==> src/rtl/qcal_pkg.sv <==
package qcal_pkg;
    typedef enum logic [0:0] {
        ST_IDLE  = 1'b0,
        ST_SWEEP = 1'b1
    } qcal_state_e;
endpackage

==> src/rtl/qcal_trig.sv <==
module qcal_trig #(
    parameter int CAL_LEN = 65,
    localparam int CNT_W = $clog2(CAL_LEN + 1)
) (
    input  logic clk,
    input  logic rst_n,
    input  logic cal_ctrl,
    input  logic init_done,
    input  logic xcv_end,
    input  logic busy,
    output logic start,
    output logic wr_ok
);
    localparam logic [CNT_W-1:0] SETTLE = CNT_W'(CAL_LEN);

    logic             ctrl_prev_q;
    logic [CNT_W-1:0] settle_q;
    logic             ctrl_rise;

    always_ff @(posedge clk or negedge rst_n) begin
        if (!rst_n) begin
            ctrl_prev_q <= 1'b1;
            settle_q    <= '0;
        end else begin
            ctrl_prev_q <= cal_ctrl;
            if (!cal_ctrl)
                settle_q <= '0;
            else if (settle_q != SETTLE)
                settle_q <= settle_q + 1'b1;
        end
    end

    always_comb begin
        ctrl_rise = cal_ctrl && !ctrl_prev_q;
        start     = init_done || (xcv_end && !cal_ctrl) || ctrl_rise;
        wr_ok     = cal_ctrl && (settle_q == SETTLE) && !busy;
    end

    // a write may only be granted once the settle counter has saturated
    assert_settle_before_wr_R8: assert property (@(posedge clk) disable iff (!rst_n)
        wr_ok |-> (cal_ctrl && $past(cal_ctrl)));
endmodule

==> src/rtl/qcal_sweep.sv <==
module qcal_sweep
    import qcal_pkg::*;
#(
    parameter int CAL_LEN = 65,
    parameter int TAP_W   = 7
) (
    input  logic             clk,
    input  logic             rst_n,
    input  logic             start,
    input  logic             phase_cmp,
    input  logic             wrap_cmp,
    output logic             busy,
    output logic [TAP_W-1:0] tap_idx,
    output logic             done,
    output logic [TAP_W-1:0] result,
    output logic             wrap_res
);
    localparam logic [TAP_W-1:0] LAST = TAP_W'(CAL_LEN - 1);

    qcal_state_e      state_q, state_d;
    logic [TAP_W-1:0] tap_q;
    logic [TAP_W-1:0] cap_q;
    logic             found_q;
    logic             at_last;

    assign at_last = (tap_q == LAST);

    always_comb begin
        state_d = state_q;
        unique case (state_q)
            ST_IDLE:  if (start)   state_d = ST_SWEEP;
            ST_SWEEP: if (at_last) state_d = ST_IDLE;
            default:               state_d = ST_IDLE;
        endcase
    end

    always_ff @(posedge clk or negedge rst_n) begin
        if (!rst_n) state_q <= ST_IDLE;
        else        state_q <= state_d;
    end

    always_ff @(posedge clk or negedge rst_n) begin
        if (!rst_n) begin
            tap_q   <= '0;
            cap_q   <= '0;
            found_q <= 1'b0;
        end else begin
            unique case (state_q)
                ST_IDLE: begin
                    tap_q   <= '0;
                    found_q <= 1'b0;
                end
                ST_SWEEP: begin
                    if (!found_q && phase_cmp) begin
                        found_q <= 1'b1;
                        cap_q   <= tap_q;
                    end
                    tap_q <= at_last ? '0 : tap_q + 1'b1;
                end
                default: tap_q <= '0;
            endcase
        end
    end

    always_comb begin
        busy     = (state_q == ST_SWEEP);
        tap_idx  = tap_q;
        done     = busy && at_last;
        result   = found_q ? cap_q : LAST;
        wrap_res = wrap_cmp;
    end

    assert_window_end_R5: assert property (@(posedge clk) disable iff (!rst_n)
        (busy && tap_idx == LAST) |=> !busy);
    assert_idle_tap_R5: assert property (@(posedge clk) disable iff (!rst_n)
        !busy |-> tap_idx == '0);
    assert_retrig_ignored_R10: assert property (@(posedge clk) disable iff (!rst_n)
        (busy && start && tap_idx != LAST) |=> (busy && tap_idx == $past(tap_idx) + 1'b1));
    assert_sweep_starts_at_zero_R5: assert property (@(posedge clk) disable iff (!rst_n)
        $rose(busy) |-> tap_idx == '0);
endmodule

==> src/rtl/qcal_dly_reg.sv <==
module qcal_dly_reg #(
    parameter int TAP_W = 7
) (
    input  logic             clk,
    input  logic             rst_n,
    input  logic             done,
    input  logic [TAP_W-1:0] result,
    input  logic             wrap_res,
    input  logic             host_wr,
    input  logic [TAP_W-1:0] host_wdata,
    input  logic             wr_ok,
    output logic [TAP_W-1:0] dly_val,
    output logic             over180
);
    logic [TAP_W-1:0] dly_q;
    logic             over_q;

    always_ff @(posedge clk or negedge rst_n) begin
        if (!rst_n) begin
            dly_q  <= '0;
            over_q <= 1'b0;
        end else if (done) begin
            dly_q  <= result;
            over_q <= wrap_res;
        end else if (host_wr && wr_ok) begin
            dly_q <= host_wdata;
        end
    end

    assign dly_val = dly_q;
    assign over180 = over_q;

    assert_host_load_R8: assert property (@(posedge clk) disable iff (!rst_n)
        (host_wr && wr_ok && !done) |=> dly_val == $past(host_wdata));
    assert_flag_hold_R7: assert property (@(posedge clk) disable iff (!rst_n)
        !done |=> $stable(over180));
endmodule

==> src/rtl/qclk_cal_ctrl.sv <==
module qclk_cal_ctrl #(
    parameter int CAL_LEN = 65,
    localparam int TAP_W = $clog2(CAL_LEN)
) (
    input  logic             clk,
    input  logic             rst_n,
    input  logic             init_done,
    input  logic             xcv_end,
    input  logic             cal_ctrl,
    input  logic             host_wr,
    input  logic [TAP_W-1:0] host_wdata,
    input  logic             phase_cmp,
    input  logic             wrap_cmp,
    output logic             busy,
    output logic [TAP_W-1:0] tap_idx,
    output logic [TAP_W-1:0] dly_val,
    output logic             over180
);
    logic             start;
    logic             wr_ok;
    logic             done;
    logic [TAP_W-1:0] result;
    logic             wrap_res;

    qcal_trig #(.CAL_LEN(CAL_LEN)) u_trig (
        .clk       (clk),
        .rst_n     (rst_n),
        .cal_ctrl  (cal_ctrl),
        .init_done (init_done),
        .xcv_end   (xcv_end),
        .busy      (busy),
        .start     (start),
        .wr_ok     (wr_ok)
    );

    qcal_sweep #(.CAL_LEN(CAL_LEN), .TAP_W(TAP_W)) u_sweep (
        .clk       (clk),
        .rst_n     (rst_n),
        .start     (start),
        .phase_cmp (phase_cmp),
        .wrap_cmp  (wrap_cmp),
        .busy      (busy),
        .tap_idx   (tap_idx),
        .done      (done),
        .result    (result),
        .wrap_res  (wrap_res)
    );

    qcal_dly_reg #(.TAP_W(TAP_W)) u_dly (
        .clk        (clk),
        .rst_n      (rst_n),
        .done       (done),
        .result     (result),
        .wrap_res   (wrap_res),
        .host_wr    (host_wr),
        .host_wdata (host_wdata),
        .wr_ok      (wr_ok),
        .dly_val    (dly_val),
        .over180    (over180)
    );

    assert_init_start_R2: assert property (@(posedge clk) disable iff (!rst_n)
        (init_done && !busy) |=> busy);
    assert_xcv_auto_R3: assert property (@(posedge clk) disable iff (!rst_n)
        (xcv_end && !cal_ctrl && !busy) |=> busy);
    assert_no_write_when_clear_R9: assert property (@(posedge clk) disable iff (!rst_n)
        (!cal_ctrl && !busy) |=> $stable(dly_val));
    assert_busy_write_dropped_R9: assert property (@(posedge clk) disable iff (!rst_n)
        (busy && !done) |=> $stable(dly_val));
endmodule

==> config.mk <==
export PLATFORM = sky130hd
export DESIGN_NAME = qclk_cal_ctrl
export DESIGN_NICKNAME = d
export VERILOG_FILES = /design/src/rtl/qcal_pkg.sv /design/src/rtl/qcal_trig.sv /design/src/rtl/qcal_sweep.sv /design/src/rtl/qcal_dly_reg.sv /design/src/rtl/qclk_cal_ctrl.sv
export SDC_FILE = /design/constraint.sdc
export NUM_CORES = 1
export LEC_CHECK = 0
export ABC_AREA = 1
export BUFFER_PORTS_ARGS = -buffer_cell sky130_fd_sc_hd__buf_2
export CAP_MARGIN = 0
export CORE_MARGIN = 2
export CORE_UTILIZATION = 50
export CTS_CLUSTER_SIZE = 16
export DETAILED_ROUTE_END_ITERATION = 12
export PLACE_DENSITY = 0.76
export SYNTH_ARGS = -nofsm -noshare
export SYNTH_HDL_FRONTEND = slang
export SYNTH_SLANG_ARGS = --single-unit
==> constraint.sdc <==
create_clock -name clk -period 1.61 [get_ports clk]
set_input_delay 0.2415 -clock clk [delete_from_list [all_inputs] [get_ports clk]]
set_output_delay 0.2415 -clock clk [all_outputs]
set_load 0.05 [all_outputs]
# [After elaboration in Yosys (flattened, before gate mapping)]
# Index checks and enable logic that the tools add are counted.
# W data, S select, Z words.
[totals] reg_bits=32 inputBits=15 output_inout_bits=16 word_cells=43
[op_classes] n_addsub=2 n_eq_ne=5 muxes=12 bitwise=1 n_reduce_logical=15
[op_table] cell="$mux W7" n=6
[op_table] cell="$add A7 B1 Y7 const B" n=2
[op_table] cell="$eq A7 B7 Y1 const B" n=2
[op_table] cell="$pmux W7 S2" n=1
[op_table] cell="$logic_and A1 B1 Y1" n=7
[op_table] cell="$ne A7 B7 Y1 const B" n=1
[op_table] cell="$logic_not A1 Y1" n=4
[op_table] cell="$pmux W1 S2" n=2
[op_table] cell="$mux W1" n=3
[op_table] cell="$logic_or A1 B1 Y1" n=2
[op_table] cell="$ne A2 B1 Y1 const B" n=1
[op_table] cell="$ne A2 B2 Y1 const B" n=1
[op_table] cell="$reduce_and A2 Y1" n=1
[op_table] cell="$reduce_bool A2 Y1" n=1
[op_table] cell="$not A1 Y1" n=1

# [Logic depth before layout (Yosys ltp)]
[depth] ltp_word=6 depth_mapped=10 ltp_nobuf=9

# [Modules after synthesis]
# From an unflattened synthesis, not the netlist that was laid out.
[unflattened] cells_unflattened=208 hier_area_um2=1706.6
[modules_own_cells] mod="qcal_sweep" n_inst=1 cells_per_inst=95 area_each_um2=822.0 seq_area_each_um2=400.4
[modules_own_cells] mod="qcal_trig" n_inst=1 cells_per_inst=55 area_each_um2=454.2 seq_area_each_um2=201.4
[modules_own_cells] mod="qcal_dly_reg" n_inst=1 cells_per_inst=58 area_each_um2=430.4 seq_area_each_um2=200.2

# [Worst setup path after synthesis]
# No wires, ideal clock.
[synth_timing] kind="reg2reg" startpoint="register u_sweep.tap_q[0], in the netlist u_sweep.tap_idx[0]" endpoint="register u_dly.dly_q[5], in the netlist u_dly.dly_val[5]" setup_ps=67 arrival_time_ps=1539 required_ps=1543 path_slack_ps=5 path_stages_with_launch=11 n_path_buf=1 synth_period_minus_slack_ps=1605 path_cell_list="dfrtp_1 -> inv_1 -> ha_1 -> nand2_1 -> inv_1 -> nand4_4 -> buf_6 -> nand2_2 -> nand2_1 -> nand2_1 -> nand2_1"
[synth_via] elab_chain_len=3 elab_cells_between_ends=4 classes_between="eq/ne: 1; mux: 1; reduce/logical: 2"
[synth_rtl] item="start: declaration" line="qcal_sweep.sv:21" source="logic [TAP_W-1:0] tap_q;"
[synth_rtl] item="start signal: assignment" line="qcal_sweep.sv:58" source="tap_q <= at_last ? '0 : tap_q + 1'b1;"
[synth_rtl] item="$eq A7 B7 Y1 (*)" line="qcal_sweep.sv:26" source="assign at_last = (tap_q == LAST);"
[synth_rtl] item="$logic_and A1 B1 Y1 (*)" line="qcal_sweep.sv:68" source="done = busy && at_last;"
[synth_rtl] item="$mux W7 or $reduce_bool A2 Y1 (tied branches)"
[synth_rtl] item="end signal: assignment" line="qcal_dly_reg.sv:23" source="dly_q <= result;"
[synth_rtl] item="end signal: assignment" line="qcal_dly_reg.sv:26" source="dly_q <= host_wdata;"
[synth_rtl] item="end: declaration" line="qcal_dly_reg.sv:15" source="logic [TAP_W-1:0] dly_q;"
# Mark *: on every way between the ends. The rest lies on a longest branch, timed or not.
# A chain may end at the register's enable or synchronous reset.

# [Worst setup path after layout]
[layout_timing] startpoint="register u_sweep.tap_q[2], in the netlist u_sweep.tap_idx[2]" endpoint="output tap_idx[2]"
[layout_lines] item="end: declaration" line="qclk_cal_ctrl.sv:15" source="output logic [TAP_W-1:0] tap_idx,"
# No word-level cell between the ends.

==> out/metrics.cfg <==
[setup_path]
timing.critical_path.max_delay_family=flip-flops
cp_num_buf_inv=1
arrival_ps=1260
crit_fanout=7
critical_path.cell_chain=buf_2
cp_slowest_cell=dfrtp_1
end_kind=primary output
crit_path_start_kind=flop
path_class=flop to primary output
required_ps=1370
critPathMaxStageDelay_ps=580

[yosys]
synth-seq-cells=32
synth_cells=184
synth_nets=203
syn-cell-area_mm2=0.00157
synth.avg_cell_area_um2=8.53
yosysUniqueCellTypes=26
yosysSeqAreaShare_pct=51.1
synth-warning-count=0

[finish]
final_nets=240
stdcell_count=266
syn_to_final_growth_pct=17.4
regArea_um2=803
n_antenna_cell=0
drive_above_1_share_pct=25.2
fill_cells=288
finish.utilization_pct=60.9
multi_input_area_um2=673

[timing]
skew_ps=4.27
timing.hold.ws_ps=63.7
maxSlewViolCount=0
setup_viol=0
grt_setup_unrepaired=yes
tightest_slew_ps=701
final_hold_viol_count=0
fin_crit_sh_pct=93.0
period_needed_ps=1500
max_slew_margin_pct=53.3
max_freq_ghz=0.668

[route]
via_count=1286
wl_um=3170
first_pass_iters=4
drt_iter0_drc=78
drc=0
ant_nets=0
viasPerCell=4.83
wl_per_cell_um=11.9

[clock_tree]
post_cts.repair.setup_buffers=0
cts_buffer_depth=2
cts_buffers=5
tritoncts=built
clkSinkCount=32
cts_root_buffer=clkbuf_4
cts_max_level=2
clk_latency_ps=330
cts.reportedPaths.clkPinSlew_ps=100

[global_route]
grt_first_pass_wirelength_um=5220
grt_pass1_vias=1221
grt.overflow.total=0
gr-usage-all-layers_pct=20.2
grt_max_degree=33
antenna_found_initial=0

[floorplan]
die_height_um=60.0
rows=20
start_util_pct=51.9
fp.dieW_um=60.0
coreArea_mm2=0.00303
ioPinCount=31
die-area_mm2=0.00360

[power]
p_leak_nw=0.935
vdd_ir_drop_max_mv=0.569
power_density_mw_per_mm2=740

[min_path]
hold_class=input port to flop

[placed_design]
io_buffers=30
hpwl_um=2270
place.gp.congestion=0.796
placed_cells=256

[outcome]
status=finished, final reports clean

[job]
drv_cap=0

## where the power goes
group	switching, W	leakage (nW)	internal (W)	total (W)
clock	0.000269	0.0380	0.000207	0.000476
combinational	0.0000408	0.523	0.0000276	0.0000684
sequential	0.00000784	0.374	0.000812	0.000820
## cells in the final DEF, fill, tap and decap left out, drive strengths merged, types with 2 or more instances in the layout
cell type	synthesis	routed
nor3	3	3
o21ai	12	12
ha	4	4
nand4	10	11
dfrtp	31	31
a21oi	4	4
clkbuf	0	6
inv	20	20
xnor2	2	2
clkinv	0	2
nand2	56	56
nand3	12	12
buf	4	32
nor2	20	20
## cell families after synthesis
family	count (synthesis)	synth area share [%]
AOI/OAI and AO/OA	17	5.58
xor gates and xnor gates	3	1.67
adders and majority gates	4	3.19
buffers and inverters	24	6.85
DFF	32	51.1
muxes	1	0.717
and+or+nand+nor	103	30.9
## layout make-up
class,count,area share (%)
Tap cell,44,2.99
Clock inverter,2,0.543
Sequential cell,32,43.6
Multi-Input combinational cell,129,36.5
Clock buffer,6,2.78
Inverter,20,4.07
Timing Repair Buffer,33,9.50
## metrics by stage
step,setup WS (ps),TNS [ps],instance area [um^2],total power [W]
6_report,113,0,1840,0.00136
5_1_grt,-5.66,-5.66,1840,0.00144
4_1_cts,73.5,0,1830,0.00138
3_5_place_dp,151,0,1760,0.000903
3_3_place_gp,164,0,1760,0.000902
2_1_floorplan,4.63,0,1570,0.000861
## metal layers
| metal | wire length, um | up-vias | track usage, % |
|---|---|---|---|
| li1 | - | 671 | - |
| met1 | 1500 | 572 | 26.2 |
| met2 | 1420 | 38 | 30.9 |
| met3 | 192 | 5 | 7.79 |
| met4 | 54 | 0 | 6.98 |
| met5 | 0 | - | 0 |
## synthesized netlist by cell type
master / n / share of area (%)
a211oi_1: 1 / 0.48
a21oi_1: 4 / 1.3
buf_2: 2 / 0.64
buf_6: 2 / 1.4
dfrtp_1: 31 / 49
dfstp_2: 1 / 1.7
ha_1: 4 / 3.2
inv_1: 15 / 3.6
inv_2: 5 / 1.2
mux2_2: 1 / 0.72
nand2_1: 54 / 13
nand2_2: 2 / 0.80
nand3_1: 12 / 3.8
nand3b_1: 1 / 0.48
nand4_1: 8 / 3.2
nand4_2: 1 / 0.80
nand4_4: 1 / 1.4
nor2_1: 17 / 4.1
nor2_2: 2 / 0.80
nor2_8: 1 / 1.3
nor3_1: 3 / 0.96
nor3b_1: 1 / 0.48
o21ai_0: 5 / 1.6
o21ai_1: 7 / 2.2
xnor2_1: 2 / 1.1
xor2_1: 1 / 0.56
## sequential cells by signal (all words and copies together) (netlist names)
register / cells
u_dly.dly_val: 7
u_sweep.cap_q: 7
u_sweep.tap_idx: 7
u_trig.settle_q: 7
u_dly.over180: 1
u_sweep.busy: 1
u_sweep.found_q: 1
u_trig.ctrl_prev_q: 1
## worst paths after layout
| path | endpoint | cells past startpoint | slack (ps) | startpoint |
|---|---|---|---|---|
| max in group asynchronous | u_sweep.busy | 2 | 640 | rst_n |
| setup / recovery | tap_idx[2] | 1 | 110 | u_sweep.tap_idx[2] |
| hold reg to reg | u_sweep.cap_q[0] | 2 | 500 | u_sweep.cap_q[0] |
| setup reg to reg | u_dly.dly_val[1] | 9 | 160 | u_sweep.tap_idx[0] |
| hold / removal | u_trig.ctrl_prev_q | 1 | 60 | cal_ctrl |
| min in group asynchronous | u_dly.over180 | 2 | 490 | rst_n |
## repair_timing
action	in CTS	in global routing
gates resized for setup	0	1
endpoints found under the setup margin	0	7
hold buffers	1	0
endpoints found under the hold margin	31	0
Note: power is estimated with default switching activity, not from simulation.
